File: src/rtl/sram_lane_pkg.sv
package sram_lane_pkg;

    typedef enum logic [2:0] {
        ST_IDLE,
        ST_WSETUP,
        ST_WPULSE,
        ST_WHOLD,
        ST_RACCESS
    } ctl_state_e;

    // Round a time in ps up to whole clocks, never below one clock.
    function automatic int ps_to_clks(input longint t_ps, input int clk_ps);
        longint n;
        n = (t_ps + longint'(clk_ps) - 1) / longint'(clk_ps);
        return (n < 1) ? 1 : int'(n);
    endfunction

    function automatic int imax(input int a, input int b);
        return (a > b) ? a : b;
    endfunction

endpackage

File: src/rtl/sram_lane_timer.sv
module sram_lane_timer #(
    parameter int START_CNT = 1,
    parameter int RESET_CNT = 0
) (
    input  logic clk,
    input  logic rst_n,
    input  logic start,
    output logic done
);
    localparam int TOP_CNT = (START_CNT > RESET_CNT) ? START_CNT : RESET_CNT;
    localparam int CNT_W   = (TOP_CNT < 2) ? 1 : $clog2(TOP_CNT + 1);

    logic [CNT_W-1:0] cnt_d, cnt_q;

    always_comb begin
        cnt_d = cnt_q;
        if (start) begin
            cnt_d = CNT_W'(START_CNT - 1);
        end else if (cnt_q != '0) begin
            cnt_d = cnt_q - 1'b1;
        end
    end

    always_ff @(posedge clk or negedge rst_n) begin
        if (!rst_n) begin
            cnt_q <= CNT_W'(RESET_CNT);
        end else begin
            cnt_q <= cnt_d;
        end
    end

    assign done = (cnt_q == '0);
endmodule

File: src/rtl/sram_lane_mask.sv
module sram_lane_mask #(
    parameter int LANES  = 3,
    parameter int LANE_W = 8
) (
    input  logic [LANES*LANE_W-1:0] raw,
    input  logic [LANES-1:0]        keep,
    output logic [LANES*LANE_W-1:0] masked
);
    for (genvar g = 0; g < LANES; g++) begin : g_lane
        assign masked[g*LANE_W +: LANE_W] = keep[g] ? raw[g*LANE_W +: LANE_W] : '0;
    end
endmodule

File: src/rtl/sram_lane_ctrl.sv
module sram_lane_ctrl
    import sram_lane_pkg::*;
#(
    parameter int ADDR_W     = 19,
    parameter int LANES      = 3,
    parameter int LANE_W     = 8,
    parameter int CLK_PS     = 10000,
    parameter int FAST_GRADE = 1,
    parameter int POWERUP_NS = 1000000
) (
    input  logic                      clk,
    input  logic                      rst_n,
    input  logic                      req_valid,
    output logic                      req_ready,
    input  logic                      req_write,
    input  logic [ADDR_W-1:0]         req_addr,
    input  logic [LANES*LANE_W-1:0]   req_wdata,
    input  logic [LANES-1:0]          req_lanes,
    output logic                      rsp_valid,
    output logic [LANES*LANE_W-1:0]   rsp_rdata,
    output logic [ADDR_W-1:0]         mem_addr,
    output logic [LANES-1:0]          mem_cs_n,
    output logic                      mem_we_n,
    output logic                      mem_oe_n,
    output logic [LANES*LANE_W-1:0]   mem_dq_out,
    output logic                      mem_dq_oe,
    input  logic [LANES*LANE_W-1:0]   mem_dq_in
);
    localparam int DATA_W   = LANES * LANE_W;
    localparam int T_CYC_PS = (FAST_GRADE != 0) ? 8000 : 10000;
    localparam int T_PWE_PS = (FAST_GRADE != 0) ? 6000 : 7000;
    localparam int T_SD_PS  = (FAST_GRADE != 0) ? 5000 : 5500;
    localparam int T_AA_PS  = (FAST_GRADE != 0) ? 8000 : 10000;
    localparam int T_DOE_PS = 5000;
    localparam int CYC_N    = ps_to_clks(longint'(T_CYC_PS), CLK_PS);
    localparam int PWE_N    = imax(ps_to_clks(longint'(T_PWE_PS), CLK_PS),
                                   ps_to_clks(longint'(T_SD_PS), CLK_PS));
    localparam int ACC_N    = imax(ps_to_clks(longint'(T_AA_PS), CLK_PS),
                                   ps_to_clks(longint'(T_DOE_PS), CLK_PS));
    localparam int PWR_N    = ps_to_clks(longint'(POWERUP_NS) * 1000, CLK_PS);

    typedef struct packed {
        ctl_state_e          st;
        logic [ADDR_W-1:0]   addr;
        logic [DATA_W-1:0]   wdata;
        logic [LANES-1:0]    lanes;
        logic [LANES-1:0]    cs_n;
        logic                we_n;
        logic                oe_n;
        logic                dq_oe;
        logic [DATA_W-1:0]   rdata;
        logic                rvalid;
    } ctl_regs_t;

    ctl_regs_t r_d, r_q;

    logic              accept;
    logic              pwr_done, cyc_done, wep_done, rds_done;
    logic              cyc_start, wep_start, rds_start;
    logic [DATA_W-1:0] rd_masked;

    // Power-up hold-off: loaded at reset, never restarted.
    sram_lane_timer #(.START_CNT(PWR_N), .RESET_CNT(PWR_N)) u_pwr (
        .clk(clk), .rst_n(rst_n), .start(1'b0), .done(pwr_done)
    );
    // Overall access length.
    sram_lane_timer #(.START_CNT(CYC_N), .RESET_CNT(0)) u_cyc (
        .clk(clk), .rst_n(rst_n), .start(cyc_start), .done(cyc_done)
    );
    // Write strobe width.
    sram_lane_timer #(.START_CNT(PWE_N), .RESET_CNT(0)) u_wep (
        .clk(clk), .rst_n(rst_n), .start(wep_start), .done(wep_done)
    );
    // Read sampling delay.
    sram_lane_timer #(.START_CNT(ACC_N), .RESET_CNT(0)) u_rds (
        .clk(clk), .rst_n(rst_n), .start(rds_start), .done(rds_done)
    );

    sram_lane_mask #(.LANES(LANES), .LANE_W(LANE_W)) u_mask (
        .raw(mem_dq_in), .keep(r_q.lanes), .masked(rd_masked)
    );

    assign req_ready = (r_q.st == ST_IDLE) && pwr_done;
    assign accept    = req_valid && req_ready;
    assign cyc_start = accept;
    assign rds_start = accept && !req_write;
    assign wep_start = (r_q.st == ST_WSETUP);

    always_comb begin
        r_d        = r_q;
        r_d.rvalid = 1'b0;
        unique case (r_q.st)
            ST_IDLE: begin
                if (accept) begin
                    r_d.addr  = req_addr;
                    r_d.wdata = req_wdata;
                    r_d.lanes = req_lanes;
                    r_d.cs_n  = ~req_lanes;
                    if (req_write) begin
                        r_d.st    = ST_WSETUP;
                        r_d.dq_oe = 1'b1;
                    end else begin
                        r_d.st   = ST_RACCESS;
                        r_d.oe_n = 1'b0;
                    end
                end
            end
            ST_WSETUP: begin
                r_d.st   = ST_WPULSE;
                r_d.we_n = 1'b0;
            end
            ST_WPULSE: begin
                if (wep_done) begin
                    r_d.st   = ST_WHOLD;
                    r_d.we_n = 1'b1;
                end
            end
            ST_WHOLD: begin
                if (cyc_done) begin
                    r_d.st    = ST_IDLE;
                    r_d.cs_n  = '1;
                    r_d.dq_oe = 1'b0;
                end
            end
            ST_RACCESS: begin
                if (rds_done && cyc_done) begin
                    r_d.st     = ST_IDLE;
                    r_d.cs_n   = '1;
                    r_d.oe_n   = 1'b1;
                    r_d.rdata  = rd_masked;
                    r_d.rvalid = 1'b1;
                end
            end
            default: begin
                r_d.st    = ST_IDLE;
                r_d.cs_n  = '1;
                r_d.we_n  = 1'b1;
                r_d.oe_n  = 1'b1;
                r_d.dq_oe = 1'b0;
            end
        endcase
    end

    always_ff @(posedge clk or negedge rst_n) begin
        if (!rst_n) begin
            r_q        <= '0;
            r_q.st     <= ST_IDLE;
            r_q.cs_n   <= '1;
            r_q.we_n   <= 1'b1;
            r_q.oe_n   <= 1'b1;
        end else begin
            r_q <= r_d;
        end
    end

    assign rsp_valid  = r_q.rvalid;
    assign rsp_rdata  = r_q.rdata;
    assign mem_addr   = r_q.addr;
    assign mem_cs_n   = r_q.cs_n;
    assign mem_we_n   = r_q.we_n;
    assign mem_oe_n   = r_q.oe_n;
    assign mem_dq_out = r_q.wdata;
    assign mem_dq_oe  = r_q.dq_oe;
endmodule

File: config.mk
export PLATFORM = sky130hd
export DESIGN_NAME = sram_lane_ctrl
export DESIGN_NICKNAME = d
export VERILOG_FILES = /design/src/rtl/sram_lane_pkg.sv /design/src/rtl/sram_lane_timer.sv /design/src/rtl/sram_lane_mask.sv /design/src/rtl/sram_lane_ctrl.sv
export SDC_FILE = /design/constraint.sdc
export NUM_CORES = 1
export LEC_CHECK = 0
export BUFFER_PORTS_ARGS = -buffer_cell sky130_fd_sc_hd__buf_4
export CAP_MARGIN = 20
export CORE_ASPECT_RATIO = 0.5
export CORE_MARGIN = 4
export CORE_UTILIZATION = 55
export DETAILED_ROUTE_END_ITERATION = 7
export PLACE_DENSITY = 0.83
export SYNTH_ARGS = -nofsm -noshare
export SYNTH_HDL_FRONTEND = slang
export SYNTH_SLANG_ARGS = --single-unit
File: constraint.sdc
create_clock -name clk -period 4.22 [get_ports clk]
set_clock_uncertainty 0.15 [all_clocks]
set_input_delay 0.844 -clock clk [delete_from_list [all_inputs] [get_ports clk]]
set_output_delay 0.844 -clock clk [all_outputs]
set_load 0.01 [all_outputs]
==> metrics.yaml <==
syn_area_per_cell_um2: 11.9
syn_nets: 466
grt_pass1_vias: 2898
fin_nets: 543
fin_util_pct: 69.3
synthMuxAreaShare_pct: 16.2
die_x_um: 138
fin_crit_ns: 3.14
post_cts_resize_count: 0
die_h_um: 72.9
clockRootBuffer: "clkbuf_16"
antenna_found_initial: 0
synth_xor_area_share_pct: 2.08
min_to: "u_pwr.cnt_q[13]"
r2r_end: "mem_addr[14]"
synth_compound_area_share_pct: 4.68
setup_viol: 0
wl_per_cell_um: 15.6
antennaDiodeCount: 0
rrSetupSlack_ns: 1.49
placed_cell_area_um2: 5290
cts_hold_buf: 0
critPathCaptureType: "primary output"
whs_path_depth: 1
cp.arrival_ns: 2.15
max_freq_mhz: 319
status: "finished, final reports clean"
async_reset_ff_share_pct: 100
postCtsSetupBuffers: 0
dp_hpwl_um: 6420
grt_pass1_wl_um: 14400
slew_headroom_pct: 39.6
leakagePower_uw: 0.00294
max_cap_violations: 0
worstPathMaxFanout: 7
avgViaCountPerCell: 4.96
clk_pin_slew_ns: 0.06
drive_gt1_share_pct: 49.2
portBuffers: 148
hold_start: "u_pwr.cnt_q[13]"
p_per_area_nw_per_um2: 716
critical_path_required_ns: 3.23
netlist-cell-type-count: 37
synthAdderAreaFrac_pct: 0.541
gp_congestion: 0.805
io_pins: 149
drv_slew: 0
postRouteAntennaNets: 0
synth_top_family_by_area: "multiplexers"
syn2layout_area_growth_pct: 21.1
ys.flop_type: "dfrtp_1"
cts_buffers: 9
start_util_pct: 57.2
die_area_um2: 10000
final.setup.tns_ns: 0
grt_max_degree: 54
worstSkewPairLatency_ns: 0.34
rows: 23
vias: 2898
route.detailed.drc: 0
wl_um: 9120
syn_area_um2: 4630
worst_ir_drop_vdd_uv: 284
worstSetupStartpointType: "flop"
core_um2: 8090
drtIter0Drc: 135
netlist_instances: 390
rsz0062_at_grt: "false"
min_path_type: "flop to flop"
ys_seq_area_share_pct: 52.7
fin_area_um2: 5610
place_inst: 568
finalNonFillerCells: 584
cts_tree: "yes"
track_usage_pct: 18.7
drt-pass1-iter-count: 6
synth_edf_count: 0
gr-total-overflow: 0
synthSimpleGateAreaFrac_pct: 9.70
synth_warnings: 0
r2r-start: "u_pwr.cnt_q[0]"
yosys_register_bits: 97
reg2reg_depth: 7
clk_path_buf_depth: 2
hold_violations: 0
crit_type: "flop to primary output"
worst_pin_slew_ns: 0.906
cts_sinks: 97
htree_levels: 3
period_share_pct: 74.4
finalPower_uw: 4010
## kinds of logic (layout without fill, tap and decap cells)
family | after synthesis | after routing
adders and majority gates | 2 | 2
and+or+nand+nor | 95 | 95
AOI/OAI and AO/OA | 39 | 39
xor gates and xnor gates | 11 | 11
muxes | 53 | 53
buffers and inverters | 93 | 175
DFF | 97 | 97
## cells in the final DEF (no fill, tap or decap), types with 2 or more instances in the layout
master / synthesis / routed
clkbuf_16: 0 / 9
mux2i_1: 5 / 5
xor2_1: 4 / 4
nand4_1: 2 / 2
or2_2: 2 / 2
inv_1: 7 / 7
dfstp_2: 11 / 11
buf_4: 70 / 152
mux2_4: 43 / 43
dfrtp_1: 86 / 86
mux2_2: 5 / 5
nor2_1: 13 / 13
bufinv_16: 0 / 2
o21ai_0: 31 / 31
nor3_1: 5 / 5
or4_1: 2 / 2
or3_1: 2 / 2
nand2_1: 56 / 56
ha_1: 2 / 2
nor4_1: 6 / 6
xnor2_1: 7 / 7
## synth_stat cells, drive strengths merged (2+ instances only)
| cell type | instances | area (um^2) |
|---|---|---|
| dfstp | 11 | 289 |
| nand4 | 3 | 33.8 |
| nand2 | 56 | 210 |
| nor2 | 13 | 48.8 |
| mux2i | 5 | 50.1 |
| inv | 7 | 26.3 |
| o21ai | 31 | 155 |
| or3 | 2 | 12.5 |
| xor2 | 4 | 35.0 |
| nor4 | 6 | 37.5 |
| or2 | 2 | 12.5 |
| or4 | 3 | 26.3 |
| buf | 78 | 593 |
| mux2 | 48 | 702 |
| ha | 2 | 25.0 |
| nor3 | 6 | 41.3 |
| dfrtp | 86 | 2150 |
| clkbuf | 8 | 30.0 |
| xnor2 | 7 | 61.3 |
## worst max-delay path, stage by stage (launching register included)
cell and delay (ns):
dfrtp_1 0.41, inv_1 0.09, ha_1 0.16, or3b_2 0.52
nor3_4 0.30, and3_1 0.21, buf_4 0.11
## report_power, final
| group | internal [uW] | total (uW) | leakage, uW | switching, uW |
|---|---|---|---|---|
| sequential | 1320 | 1590 | 0.00118 | 267 |
| combinational | 936 | 1560 | 0.00160 | 619 |
| clock | 521 | 869 | 0.000153 | 348 |
| total | 2780 | 4010 | 0.00294 | 1230 |
## layout make-up
class                      instances  area (um^2)
fill                             565         2480
sequential                        97         2440
multi-input combinational        200         1540
timing repair buffer             152         1140
clock buffer                      10          229
tap                              112          140
clock inverter                     6         90.1
inverter                           7         26.3
## flip-flops by register name, summed over array words and instances, names as in the netlist
name,cells
mem_dq_out,24
rsp_rdata,24
mem_addr,19
u_pwr.cnt_q,17
r_q,6
mem_cs_n,3
mem_dq_oe,1
mem_oe_n,1
mem_we_n,1
rsp_valid,1
## how the worst max path moves through the flow
stage,startpoint,slack [ns],end
after floorplan,u_pwr.cnt_q[0],1.61,req_ready
after global placement,u_pwr.cnt_q[0],1.48,req_ready
after detailed placement,u_pwr.cnt_q[0],1.44,req_ready
after CTS,u_pwr.cnt_q[0],1.06,req_ready
after global routing,u_pwr.cnt_q[0],0.97,req_ready
final,u_pwr.cnt_q[0],1.08,req_ready
## layer usage
layer | routed length, um | global-route usage (%) | part of all wire (%)
met5 | 0 | 0 | 0
met4 | 172 | 6.35 | 1.9
met3 | 661 | 5.99 | 7.3
met2 | 4620 | 31.3 | 51
met1 | 3660 | 23.2 | 40
## per-stage QoR
stage          worst slack (ns)  hold slack, ns
2_1_floorplan              1.61           0.297
3_3_place_gp               1.48           0.314
3_5_place_dp               1.44           0.316
4_1_cts                    1.06           0.327
5_1_grt                   0.966           0.336
6_report                   1.08           0.331
(Power assumes the default switching activity.)
